**src/rtl/pmcd_pkg.sv**
```systemverilog
package pmcd_pkg;
  localparam int MAX_PERIPH = 16;
  localparam int SEL_W      = $clog2(MAX_PERIPH);
  typedef logic [MAX_PERIPH-1:0] pmask_t;
endpackage

```
**src/rtl/pmcd_disable_reg.sv**
```systemverilog
module pmcd_disable_reg
  import pmcd_pkg::*;
#(
  parameter int     N            = 8,
  parameter pmask_t PRESENT_MASK = 16'h00B7
) (
  input  logic                  clk,
  input  logic                  rst_n,
  input  logic                  cfg_we,
  input  logic [MAX_PERIPH-1:0] cfg_wdata,
  output logic [N-1:0]          dis_q
);
  localparam logic [N-1:0] PMASK = PRESENT_MASK[N-1:0];

  logic [N-1:0] dis_d;

  // Absent peripherals never latch a disable bit.
  always_comb begin
    dis_d = dis_q;
    if (cfg_we) dis_d = cfg_wdata[N-1:0] & PMASK;
  end

  always_ff @(posedge clk or negedge rst_n) begin
    if (!rst_n) dis_q <= '0;
    else        dis_q <= dis_d;
  end
endmodule

```
**src/rtl/pmcd_eff_stage.sv**
```systemverilog
module pmcd_eff_stage
  import pmcd_pkg::*;
#(
  parameter int     N            = 8,
  parameter pmask_t PRESENT_MASK = 16'h00B7
) (
  input  logic         clk,
  input  logic         rst_n,
  input  logic         icyc_stb,
  input  logic [N-1:0] dis_q,
  output logic [N-1:0] en_q
);
  localparam logic [N-1:0] PMASK = PRESENT_MASK[N-1:0];

  logic [N-1:0] en_d;

  // The enable follows the stored disable word only at an instruction-cycle strobe.
  always_comb begin
    en_d = en_q;
    if (icyc_stb) en_d = PMASK & ~dis_q;
  end

  always_ff @(posedge clk or negedge rst_n) begin
    if (!rst_n) en_q <= PMASK;
    else        en_q <= en_d;
  end
endmodule

```
**src/rtl/pmcd_bus_gate.sv**
```systemverilog
module pmcd_bus_gate
  import pmcd_pkg::*;
#(
  parameter int N  = 8,
  parameter int DW = 16
) (
  input  logic [SEL_W-1:0] pb_sel,
  input  logic             pb_we,
  input  logic             pb_re,
  input  logic [N-1:0]     acc_en,
  input  logic [N*DW-1:0]  prd_in,
  output logic [N-1:0]     pw_we,
  output logic [N-1:0]     pr_re,
  output logic [DW-1:0]    pb_rdata,
  output logic             pb_rd_invalid
);
  logic [N-1:0]  hit;
  logic          sel_ok;
  logic [DW-1:0] mux_data;

  for (genvar g = 0; g < N; g++) begin : g_port
    assign hit[g]   = (pb_sel == SEL_W'(g)) && acc_en[g];
    assign pw_we[g] = pb_we && hit[g];
    assign pr_re[g] = pb_re && hit[g];
  end

  always_comb begin
    sel_ok   = 1'b0;
    mux_data = '0;
    for (int i = 0; i < N; i++) begin
      if (hit[i]) begin
        sel_ok   = 1'b1;
        mux_data = prd_in[i*DW +: DW];
      end
    end
  end

  assign pb_rdata      = (pb_re && sel_ok) ? mux_data : '0;
  assign pb_rd_invalid = pb_re && !sel_ok;
endmodule

```
**src/rtl/pmcd_top.sv**
```systemverilog
module pmcd_top
  import pmcd_pkg::*;
#(
  parameter int     N            = 8,
  parameter int     DW           = 16,
  parameter pmask_t PRESENT_MASK = 16'h00B7
) (
  input  logic                  clk,
  input  logic                  rst_n,
  input  logic                  icyc_stb,
  input  logic                  cfg_we,
  input  logic [MAX_PERIPH-1:0] cfg_wdata,
  output logic [MAX_PERIPH-1:0] cfg_rdata,
  input  logic [SEL_W-1:0]      pb_sel,
  input  logic                  pb_we,
  input  logic                  pb_re,
  output logic [DW-1:0]         pb_rdata,
  output logic                  pb_rd_invalid,
  output logic [N-1:0]          pw_we,
  output logic [N-1:0]          pr_re,
  input  logic [N*DW-1:0]       prd_in,
  output logic [N-1:0]          clk_en,
  output logic [N-1:0]          acc_en
);
  logic         rs_q1, rs_q2;
  logic [N-1:0] dis_q;
  logic [N-1:0] en_q;

  // Reset is asserted asynchronously and released on a clock edge.
  always_ff @(posedge clk or negedge rst_n) begin
    if (!rst_n) begin
      rs_q1 <= 1'b0;
      rs_q2 <= 1'b0;
    end else begin
      rs_q1 <= 1'b1;
      rs_q2 <= rs_q1;
    end
  end

  pmcd_disable_reg #(.N(N), .PRESENT_MASK(PRESENT_MASK)) u_reg (
    .clk(clk), .rst_n(rs_q2), .cfg_we(cfg_we), .cfg_wdata(cfg_wdata), .dis_q(dis_q)
  );

  pmcd_eff_stage #(.N(N), .PRESENT_MASK(PRESENT_MASK)) u_eff (
    .clk(clk), .rst_n(rs_q2), .icyc_stb(icyc_stb), .dis_q(dis_q), .en_q(en_q)
  );

  pmcd_bus_gate #(.N(N), .DW(DW)) u_gate (
    .pb_sel(pb_sel), .pb_we(pb_we), .pb_re(pb_re), .acc_en(en_q), .prd_in(prd_in),
    .pw_we(pw_we), .pr_re(pr_re), .pb_rdata(pb_rdata), .pb_rd_invalid(pb_rd_invalid)
  );

  assign cfg_rdata = MAX_PERIPH'(dis_q);
  assign clk_en    = en_q;
  assign acc_en    = en_q;
endmodule

```
**config.mk**
```make
export PLATFORM = sky130hd
export DESIGN_NAME = pmcd_top
export DESIGN_NICKNAME = d
export VERILOG_FILES = /design/src/rtl/pmcd_pkg.sv /design/src/rtl/pmcd_disable_reg.sv /design/src/rtl/pmcd_eff_stage.sv /design/src/rtl/pmcd_bus_gate.sv /design/src/rtl/pmcd_top.sv
export SDC_FILE = /design/constraint.sdc
export NUM_CORES = 1
export LEC_CHECK = 0
export BUFFER_PORTS_ARGS = -buffer_cell sky130_fd_sc_hd__buf_2
export CAP_MARGIN = 0
export CORE_MARGIN = 5
export CORE_UTILIZATION = 41
export DETAILED_ROUTE_END_ITERATION = 6
export HOLD_SLACK_MARGIN = 0.1
export PLACE_DENSITY = 0.84
export SLEW_MARGIN = 5
export SYNTH_ARGS = -nofsm -noshare
export SYNTH_HDL_FRONTEND = slang
export SYNTH_HIERARCHICAL = 1
export SYNTH_SLANG_ARGS = --single-unit
export TNS_END_PERCENT = 50
```
**constraint.sdc**
```tcl
create_clock -name clk -period 6.7 [get_ports clk]
set_clock_uncertainty 0.05 [all_clocks]
set_input_delay 1.34 -clock clk [delete_from_list [all_inputs] [get_ports clk]]
set_output_delay 1.34 -clock clk [all_outputs]
set_load 0.02 [all_outputs]
```
==> impl_results.md <==
- Number of gates resized after CTS: 0
- Die height: 85.61 um
- TritonCTS Sinks: 14
- Synthesized area: 2343 um^2
- Drt initial violations: 181
- Final setup violation count: 0
- Area delta synth->final: 33.90%
- Placed Instance Area: 3097 um^2
- Area leader, netlist: dfrtp_1
- Yosys warns: 6
- Synth Area in Adders: 0
- WP data arrival: 3.64 ns
- R2R cell count: 2
- Share of cells above drive strength 1: 0.5530
- Kind of critical path: input pin to output pin
- Worst-path clk slew: 0.05 ns
- Residual DRC: 0
- Synth top area cells: dfrtp_1, nand3_1, nor3_2
- Count leader, synth: nand3_1
- Inserted Clock Buffers: 3
- Top cells by count, synth: nand3_1, buf_4, nor3_2
- PwrDens: 114.9 nW/um^2
- Starting density of the core: 0.4230
- Pwr Total: 0.0003605 W
- GPL Wtd Cong: 0.9307
- Worst EP required: 5.31 ns
- Status: finished, final reports clean
- Worst path cell trace: buf_2 -> nor2b_1 -> nand3_1 -> a311oi_1 -> a2111oi_0 -> nor3_1 -> buf_2
- Crit-path max cell delay: 0.67 ns
- DR vias: 2,971
- Slew Limit Fails: 0
- Cell variety after synth: 43
- Max-cap violations: 0
- Final Hold Viols: 0
- GRT overflow: 0
- I/O Buffers: 190
- Syn avg cell area: 8.370 um^2
- Post-synth EDFFs: 0
- Worst path slowest cell: a311oi_1
- Synth Area in Simple Gates: 0.3289
- Pre-CTS WS: 1.741 ns
- Fillers: 533
- FF+latch count, synth: 14
- Worst-margin pin slew: 1.435 ns
- Post-synth ARST share: 1.000
- Largest family of logic cells by synthesized area: simple AND/OR/NAND/NOR gates
- Critical path's most frequent cell: buf_2
- Cts hold-fix bufs: 0
- Routed wire length: 10,090 um
- Leading register cell type out of synthesis: dfrtp_1
- RSZ-0062 raised after global routing: no
- Antenna fix cells: 0
- # nets final: 590
- Initial antenna violation count: 0
- Die ar.: 7328 um^2
- CTS Buffer Depth: 2
- Mux share of post-synthesis cell area: 0.07421
- Syn Inst Count: 280
- Period Utilization, post-route: 0.7510
- First-pass GRT wire length: 15,120 um
- WL/cell: 19.94 um
- Top cell type's share of synthesized area: 0.08542
- Final min period: 5.031 ns
- Compound-cell area share of the yosys netlist: 0.2814
- Worst min path class: flop to async pin
- Slew headroom: 0.04362
- Sequential-to-total area share from yosys stat: 0.1527
- Leak Pwr: 1.526 nW
- Post-route cell area: 3138 um^2
- Core ar.: 5540 um^2
- First drt pass iteration count: 5
- Crit end category: output pin
- Synth Area in XOR/XNOR: 0
- Largest net degree at the start of global routing: 35
- Vias per cell: 5.872
- Cell chosen for the clock root: clkbuf_8
- Post-DRT Antenna Nets: 0
- Clk_lat worst skew: 0.24 ns
- Dpl hpwl: 8028 um
- Global-route usage over all layers: 0.2578
- Std cell rows: 27
- PnR worst setup slack: 1.669 ns
- Setup_tns: 0 ns
- Post-CTS Setup Inserts: 0
- H-tree levels: 1
- Worst-path fanout max: 19
- Worst vdd ir: 0.1416 mV
- F_max: 198.8 MHz
- Ports: 219
- Die X: 85.61 um
- Vias in the first global route: 2,944
- Nature of the critical path startpoint: input pin
- CTS tree: built
## area by class of cell
type | instances | area, um^2 | share of cell area
Multi-Input combinational cell | 216 | 1653 | 0.5267
Sequential cell | 14 | 357.8 | 0.1140
Inverter | 10 | 37.54 | 0.01196
Timing Repair Buffer | 191 | 958.4 | 0.3054
Clock buffer | 3 | 41.29 | 0.01316
Tap cell | 72 | 90.09 | 0.02871
## per-stage QoR
step	hold WS (ns)	utilization	std cells
floorplan	0.09262	-	289
global placement	0.1353	0.5589	503
detailed placement	0.1488	0.5589	503
CTS	0.1535	0.5664	506
global route	0.2077	0.5664	506
finish	0.1334	0.5664	506
## flip-flops by register name, indices dropped and copies added (netlist names)
| register | cells |
|---|---|
| u_reg/dis_q | 6 |
| u_eff/en_q | 6 |
| rs_q2 | 1 |
| rs_q1 | 1 |
## worst max-delay path, delay by kind of cell
kind / cells / cell delay (ns)
compound gates: 2 / 0.80
buf+inv: 2 / 0.43
simple gates: 3 / 1.06
## cells in the final DEF, fill, tap and decap left out, types with 3 or more instances in the layout
cell,n
and3_1,8
o221ai_1,15
dfstp_2,6
nor2_1,10
nor3_2,17
a311oi_1,15
and2_1,6
nor3_1,13
a2111oi_2,10
nand3_1,35
nand2b_1,16
inv_1,10
conb_1,13
a22o_1,15
dfrtp_1,8
clkbuf_8,3
buf_2,190
a2111oi_0,5
mux2_4,6
mux2i_1,5
nand2_1,5
a21oi_1,4
## cell families (layout without fill, tap and decap cells)
group                  after synthesis  count (layout)
AOI/OAI and AO/OA                   70              70
muxes                               13              13
other                                4              13
and+or+nand+nor                    120             120
buffers and inverters               59             204
DFF                                 14              14
## report_power, final
part	internal [W]	switching (W)	total (W)
registers	0.0000987	0.0000206	0.000119
clock network	0.0000396	0.0000261	0.0000657
logic	0.0000751	0.000100	0.000175
## path summary, 6_finish.rpt
path,start,to,slack [ns]
min in group clk,rs_q1,rs_q2,0.30
max reg2reg,u_eff/en_q[1],u_eff/en_q[1],5.57
min reg2reg,rs_q2,u_reg/dis_q[7],0.13
max in group asynchronous,rst_n,rs_q2,5.69
min,rs_q2,u_reg/dis_q[7],0.13
max,pb_sel[1],pb_rdata[0],1.67
## metal layers
| layer | vias up | track usage | part of all wire |
|---|---|---|---|
| met5 | - | 0 | 0 |
| met4 | 0 | 0.1180 | 0.041 |
| met3 | 25 | 0.03746 | 0.090 |
| li1 | 1362 | - | - |
| met1 | 1403 | 0.3068 | 0.36 |
| met2 | 181 | 0.4548 | 0.51 |
No activity file was read; power rests on OpenSTA's default activity.
